## src/rtl/ahs_pkg.sv

```systemverilog
package ahs_pkg;
  typedef enum logic [2:0] {
    ST_IDLE,
    ST_ADDR_ACK,
    ST_WAIT_REQ_LOW,
    ST_FETCH,
    ST_DATA_VALID,
    ST_WAIT_ACK_LOW
  } hs_state_t;
endpackage

```

## src/rtl/ahs_sync.sv

```systemverilog
module ahs_sync #(
  parameter int W      = 2,
  parameter int STAGES = 2
) (
  input  logic         clk,
  input  logic         rst_l,
  input  logic [W-1:0] d_async,
  output logic [W-1:0] q_sync
);
  logic [W-1:0] stg [STAGES];

  always_ff @(posedge clk or negedge rst_l) begin
    if (!rst_l) begin
      for (int i = 0; i < STAGES; i++) stg[i] <= '0;
    end else begin
      stg[0] <= d_async;
      for (int i = 1; i < STAGES; i++) stg[i] <= stg[i-1];
    end
  end

  assign q_sync = stg[STAGES-1];
endmodule

```

## src/rtl/ahs_word_store.sv

```systemverilog
module ahs_word_store #(
  parameter int ADDR_W = 4,
  parameter int DATA_W = 8,
  parameter int MUL    = 29,
  parameter int ADD    = 90
) (
  input  logic [ADDR_W-1:0] addr,
  output logic [DATA_W-1:0] word
);
  localparam int DEPTH = 1 << ADDR_W;

  logic [DATA_W-1:0] tbl [DEPTH];

  for (genvar i = 0; i < DEPTH; i++) begin : g_entry
    localparam int VAL = i * MUL + ADD;
    assign tbl[i] = VAL[DATA_W-1:0];
  end

  assign word = tbl[addr];
endmodule

```

## src/rtl/ahs_read_responder.sv

```systemverilog
module ahs_read_responder
  import ahs_pkg::*;
#(
  parameter int ADDR_W = 4,
  parameter int DATA_W = 8,
  parameter int LAT    = 3,
  parameter int MUL    = 29,
  parameter int ADD    = 90
) (
  input  logic              clk,
  input  logic              rst_n,
  input  logic              req_in,
  input  logic              ack_in,
  input  logic [DATA_W-1:0] bus_in,
  output logic              ack_out,
  output logic              rdy_out,
  output logic [DATA_W-1:0] bus_out,
  output logic              bus_oe
);
  localparam int CNT_W = (LAT > 1) ? $clog2(LAT) : 1;
  localparam logic [CNT_W-1:0] CNT_LOAD = CNT_W'(LAT - 1);

  // reset: asserted asynchronously, released on the clock
  logic rst_meta, rst_l;
  always_ff @(posedge clk or negedge rst_n) begin
    if (!rst_n) begin
      rst_meta <= 1'b0;
      rst_l    <= 1'b0;
    end else begin
      rst_meta <= 1'b1;
      rst_l    <= rst_meta;
    end
  end

  logic req_s, ack_s;
  ahs_sync #(.W(2), .STAGES(2)) u_sync (
    .clk    (clk),
    .rst_l  (rst_l),
    .d_async({req_in, ack_in}),
    .q_sync ({req_s, ack_s})
  );

  hs_state_t         st_q, st_n;
  logic [CNT_W-1:0]  cnt_q, cnt_n;
  logic [ADDR_W-1:0] addr_q;
  logic [DATA_W-1:0] data_q;
  logic              ack_q, ack_n, rdy_q, rdy_n, oe_q, oe_n;
  logic              addr_en, data_en, cnt_en;
  logic [DATA_W-1:0] tbl_word;

  ahs_word_store #(.ADDR_W(ADDR_W), .DATA_W(DATA_W), .MUL(MUL), .ADD(ADD)) u_store (
    .addr(addr_q),
    .word(tbl_word)
  );

  always_comb begin
    st_n    = st_q;
    cnt_n   = cnt_q;
    cnt_en  = 1'b0;
    addr_en = 1'b0;
    data_en = 1'b0;
    ack_n   = ack_q;
    rdy_n   = rdy_q;
    oe_n    = oe_q;
    case (st_q)
      ST_IDLE: if (req_s) begin
        addr_en = 1'b1;
        ack_n   = 1'b1;
        st_n    = ST_ADDR_ACK;
      end
      ST_ADDR_ACK: st_n = ST_WAIT_REQ_LOW;
      ST_WAIT_REQ_LOW: if (!req_s) begin
        ack_n  = 1'b0;
        cnt_n  = CNT_LOAD;
        cnt_en = 1'b1;
        st_n   = ST_FETCH;
      end
      ST_FETCH: begin
        if (cnt_q == '0) begin
          data_en = 1'b1;
          rdy_n   = 1'b1;
          oe_n    = 1'b1;
          st_n    = ST_DATA_VALID;
        end else begin
          cnt_n  = cnt_q - 1'b1;
          cnt_en = 1'b1;
        end
      end
      ST_DATA_VALID: if (ack_s) begin
        rdy_n = 1'b0;
        oe_n  = 1'b0;
        st_n  = ST_WAIT_ACK_LOW;
      end
      ST_WAIT_ACK_LOW: if (!ack_s) st_n = ST_IDLE;
      default: begin
        st_n  = ST_IDLE;
        ack_n = 1'b0;
        rdy_n = 1'b0;
        oe_n  = 1'b0;
      end
    endcase
  end

  always_ff @(posedge clk or negedge rst_l) begin
    if (!rst_l) begin
      st_q   <= ST_IDLE;
      cnt_q  <= '0;
      addr_q <= '0;
      data_q <= '0;
      ack_q  <= 1'b0;
      rdy_q  <= 1'b0;
      oe_q   <= 1'b0;
    end else begin
      st_q  <= st_n;
      ack_q <= ack_n;
      rdy_q <= rdy_n;
      oe_q  <= oe_n;
      if (cnt_en)  cnt_q  <= cnt_n;
      if (addr_en) addr_q <= bus_in[ADDR_W-1:0];
      if (data_en) data_q <= tbl_word;
    end
  end

  assign ack_out = ack_q;
  assign rdy_out = rdy_q;
  assign bus_oe  = oe_q;
  assign bus_out = data_q;

  AST_ACK_RDY_EXCL: assert property (@(posedge clk) disable iff (!rst_l)
    !(ack_q && rdy_q));
  AST_ACK_HELD: assert property (@(posedge clk) disable iff (!rst_l)
    (ack_q && req_s) |=> ack_q);
  AST_RDY_HELD: assert property (@(posedge clk) disable iff (!rst_l)
    (rdy_q && !ack_s) |=> rdy_q);
  AST_DATA_STABLE: assert property (@(posedge clk) disable iff (!rst_l)
    (rdy_q && $past(rdy_q)) |-> $stable(data_q));
  AST_OE_TRACKS_RDY: assert property (@(posedge clk) disable iff (!rst_l)
    oe_q == rdy_q);
  AST_FETCH_CNT_RANGE: assert property (@(posedge clk) disable iff (!rst_l)
    (st_q == ST_FETCH) |-> (int'(cnt_q) < LAT));
endmodule

```

## config.mk

```make
export PLATFORM = sky130hd
export DESIGN_NAME = ahs_read_responder
export DESIGN_NICKNAME = d
export VERILOG_FILES = /design/src/rtl/ahs_pkg.sv /design/src/rtl/ahs_sync.sv /design/src/rtl/ahs_word_store.sv /design/src/rtl/ahs_read_responder.sv
export SDC_FILE = /design/constraint.sdc
export NUM_CORES = 1
export LEC_CHECK = 0
export BUFFER_PORTS_ARGS = -buffer_cell sky130_fd_sc_hd__buf_2
export CORE_MARGIN = 4
export CORE_UTILIZATION = 55
export CTS_BUF_LIST = sky130_fd_sc_hd__clkbuf_2 sky130_fd_sc_hd__clkbuf_4 sky130_fd_sc_hd__clkbuf_8
export DETAILED_ROUTE_END_ITERATION = 16
export GPL_TIMING_DRIVEN = 0
export PLACE_DENSITY = 0.87
export SETUP_SLACK_MARGIN = 0.2
export SLEW_MARGIN = 15
export SYNTH_ARGS = -nofsm -noshare
export SYNTH_HDL_FRONTEND = slang
export SYNTH_SLANG_ARGS = --single-unit
```

## constraint.sdc

```tcl
create_clock -name clk -period 1.2 [get_ports clk]
set_input_delay 0.36 -clock clk [delete_from_list [all_inputs] [get_ports clk]]
set_output_delay 0.36 -clock clk [all_outputs]
set_load 0.01 [all_outputs]
```

==> impl_metrics.ini <==
[logic_synthesis]
synth_area_per_cell_um2 = 11.0
yosysSeqAreaShare_pct = 51.0
synthFlopType = dfrtp_1
ys_types = 36
ys_top_cells_by_count = 25 x dfrtp_1, 10 x inv_1, 10 x nand2_1, 10 x o21ai_0, 8 x ha_1
synth_top_area_share_pct = 51.0
netlist_instances = 111
yosys.cell_count.top_type = dfrtp_1
synth_area_mm2 = 0.00123
synth_edf_count = 0
async_reset_ff_share_pct = 100
ys_seq_elements = 25
yosysTopAreaCell = dfrtp_1
ys_warn_count = 0
synth_nets = 131
synth.area.top_cells = dfrtp_1 51%, ha_1 8.2%, o21ai_0 4.1%

[setup_path]
end_kind = flip-flop
worstPathArrival_ns = 1.85
crit_family = multiplexers
r2r_cells = 5
r2r_slack_ns = -0.42
critPathMaxStageDelay_ns = 0.47
cp_cell_sequence = inv_2, ha_4, inv_1, mux4_2, mux2_2
cp-start-kind = flip-flop
crit_buf_inv = 2
path_class = flip-flop to flip-flop
required_ns = 1.43
cpMaxStageDelayCell = mux4_2
path_depth = 5
crit_path_max_fanout = 4

[finish]
nNetsFinal = 180
nFillCells = 82
multi_input_area_um2 = 709
final_area_mm2 = 0.00183
seq_area_um2 = 629
drive_gt1_share_pct = 61.0
syn2layout_area_growth_pct = 49.6
n_antenna_cell = 0

[placement]
dp_hpwl_um = 1640
finalWeightedCongestion = 0.795
post-place-ws_ns = -0.357
placed_cell_area_mm2 = 0.00141
io_buffer_count = 18

[global_routing]
grtUsageTotal_pct = 23.1
antenna_found_initial = 0
overflow = 0
grt_max_degree = 24
grt_pass1_vias = 1118
grt_pass1_wl_um = 5500

[timing]
final-max-slew-violation-count = 0
fmax_mhz = 617
setup_viol = 28
rsz0062_at_grt = yes
post-route-min-period_ns = 1.62
finalWorstSetupSlack_ns = -0.421
skew_ns = 0.0119
finalHoldViolations = 0
period_share_pct = 135

[detailed_routing]
wl_per_cell_um = 19.4
drc = 0
vias = 1062
drtIter0Drc = 42
vias_per_cell = 5.71
routed_wirelength_um = 3600
first_pass_iters = 4
postRouteAntennaNets = 0

[pwr]
ir_worst_vdd_mv = 2.32
p_leak_nw = 0.853
power_density_mw_per_mm2 = 2900

[status]
violations = negative setup slack
outcome = finished with violations

[die]
die_h_um = 55.2
num_rows = 16
fp.dieArea_mm2 = 0.00305
die_width_um = 55.2
ios = 23
start_util_pct = 60.0
core_area_mm2 = 0.00204

[clock_tree]
root_buffer = clkbuf_4
clk_pin_slew_ns = 0.15
cts_max_level = 1
cts_tree = done
clkLatencyLatePin_ns = 0.34
cts_sinks = 25
cts_buffer_depth = 2
cts_made_buffers = 3

[hold_path]
hold_path_class = primary input to flip-flop
holdPathStages = 1

[job]
drv_cap = 0
## cell usage in the layout (no fill, tap or decap), types with 4 or more instances in the layout
cell      netlist  routed
buf_4           2      22
dfrtp_1        25      22
buf_2           3      17
buf_6           1       9
nand2_2         0       7
o21ai_1         0       6
inv_2           0       5
nand2b_1        5       5
inv_1          10       4
## flip-flops by register name (all words and copies together), names as in the netlist
name and count:
ack_out 1, addr_q 4, bus_oe 1, bus_out 8, cnt_q 2, rst_l 1, rst_meta 1, st_q 3
u_sync.q_sync 2, u_sync.stg 2
## cells by family after synthesis
logic type	count (synthesis)	synth area share, %
compound gates	28	15.3
simple gates	26	12.6
flops	25	51.0
buf+inv	17	6.73
fa+ha+maj	8	8.16
mux	4	4.49
xor+xnor	2	1.43
other cells	1	0.306
## worst paths after layout
| check | from | endpoint |
|---|---|---|
| setup / recovery | addr_q[0]$_DFFE_PN0P_ | bus_out[3]$_DFFE_PN0P_ |
| hold / removal | ack_in | u_sync.stg[2]$_DFF_PN0_ |
| setup reg to reg | addr_q[0]$_DFFE_PN0P_ | bus_out[3]$_DFFE_PN0P_ |
| hold reg to reg | rst_l$_DFF_PN0_ | ack_out$_DFFE_PN0P_ |
| max in group asynchronous | rst_l$_DFF_PN0_ | st_q[2]$_DFFE_PN0P_ |
| min in group asynchronous | rst_l$_DFF_PN0_ | ack_out$_DFFE_PN0P_ |
## final cells by class
type,instances,share of cell area (%)
Buffer,7,4.30
Clock buffer,3,1.23
Clock inverter,1,0.409
Inverter,10,2.18
Multi-Input combinational cell,69,38.7
Sequential cell,25,34.3
Tap cell,27,1.84
Timing Repair Buffer,44,17.1
## metrics by stage
stage / std cells / hold WS (ns) / total power, mW / setup TNS (ns) / utilization (%)
after floorplan: 111 / 0.0644 / 2.90 / -0.846 / -
after global placement: 156 / 0.145 / 3.29 / -1.70 / 69.2
after detailed placement: 156 / 0.150 / 3.40 / -2.06 / 69.2
after CTS: 179 / 0.117 / 4.44 / -1.78 / 81.8
after global routing: 186 / 0.101 / 5.64 / -4.76 / 89.8
final: 186 / 0.114 / 5.31 / -3.52 / 89.8
## routing by layer
| layer | vias up | track usage (%) | share of wire (%) | wire, µm |
|---|---|---|---|---|
| met5 | - | 0 | 0 | 0 |
| li1 | 476 | - | - | - |
| met2 | 48 | 41.0 | 53 | 1900 |
| met4 | 0 | 9.72 | 1.8 | 65 |
| met3 | 9 | 5.36 | 5.5 | 199 |
| met1 | 529 | 26.4 | 40 | 1430 |
## power breakdown
part / switching (mW) / total, mW / internal, mW / leakage [nW]
combinational: 1.69 / 3.47 / 1.78 / 0.544
sequential: 0.282 / 1.45 / 1.16 / 0.295
clock: 0.271 / 0.399 / 0.128 / 0.0139
## timing repair
item / 4_1_cts / 5_1_grt
setup endpoints to repair: 32 / 30
buffers inserted: 17 / 7
pin swaps: 17 / 8
endpoints found under the hold margin: 2 / 0
gates resized for setup: 27 / 27
cloned: 1 / 0
hold buffers: 1 / 0
(Power assumes the default switching activity.)
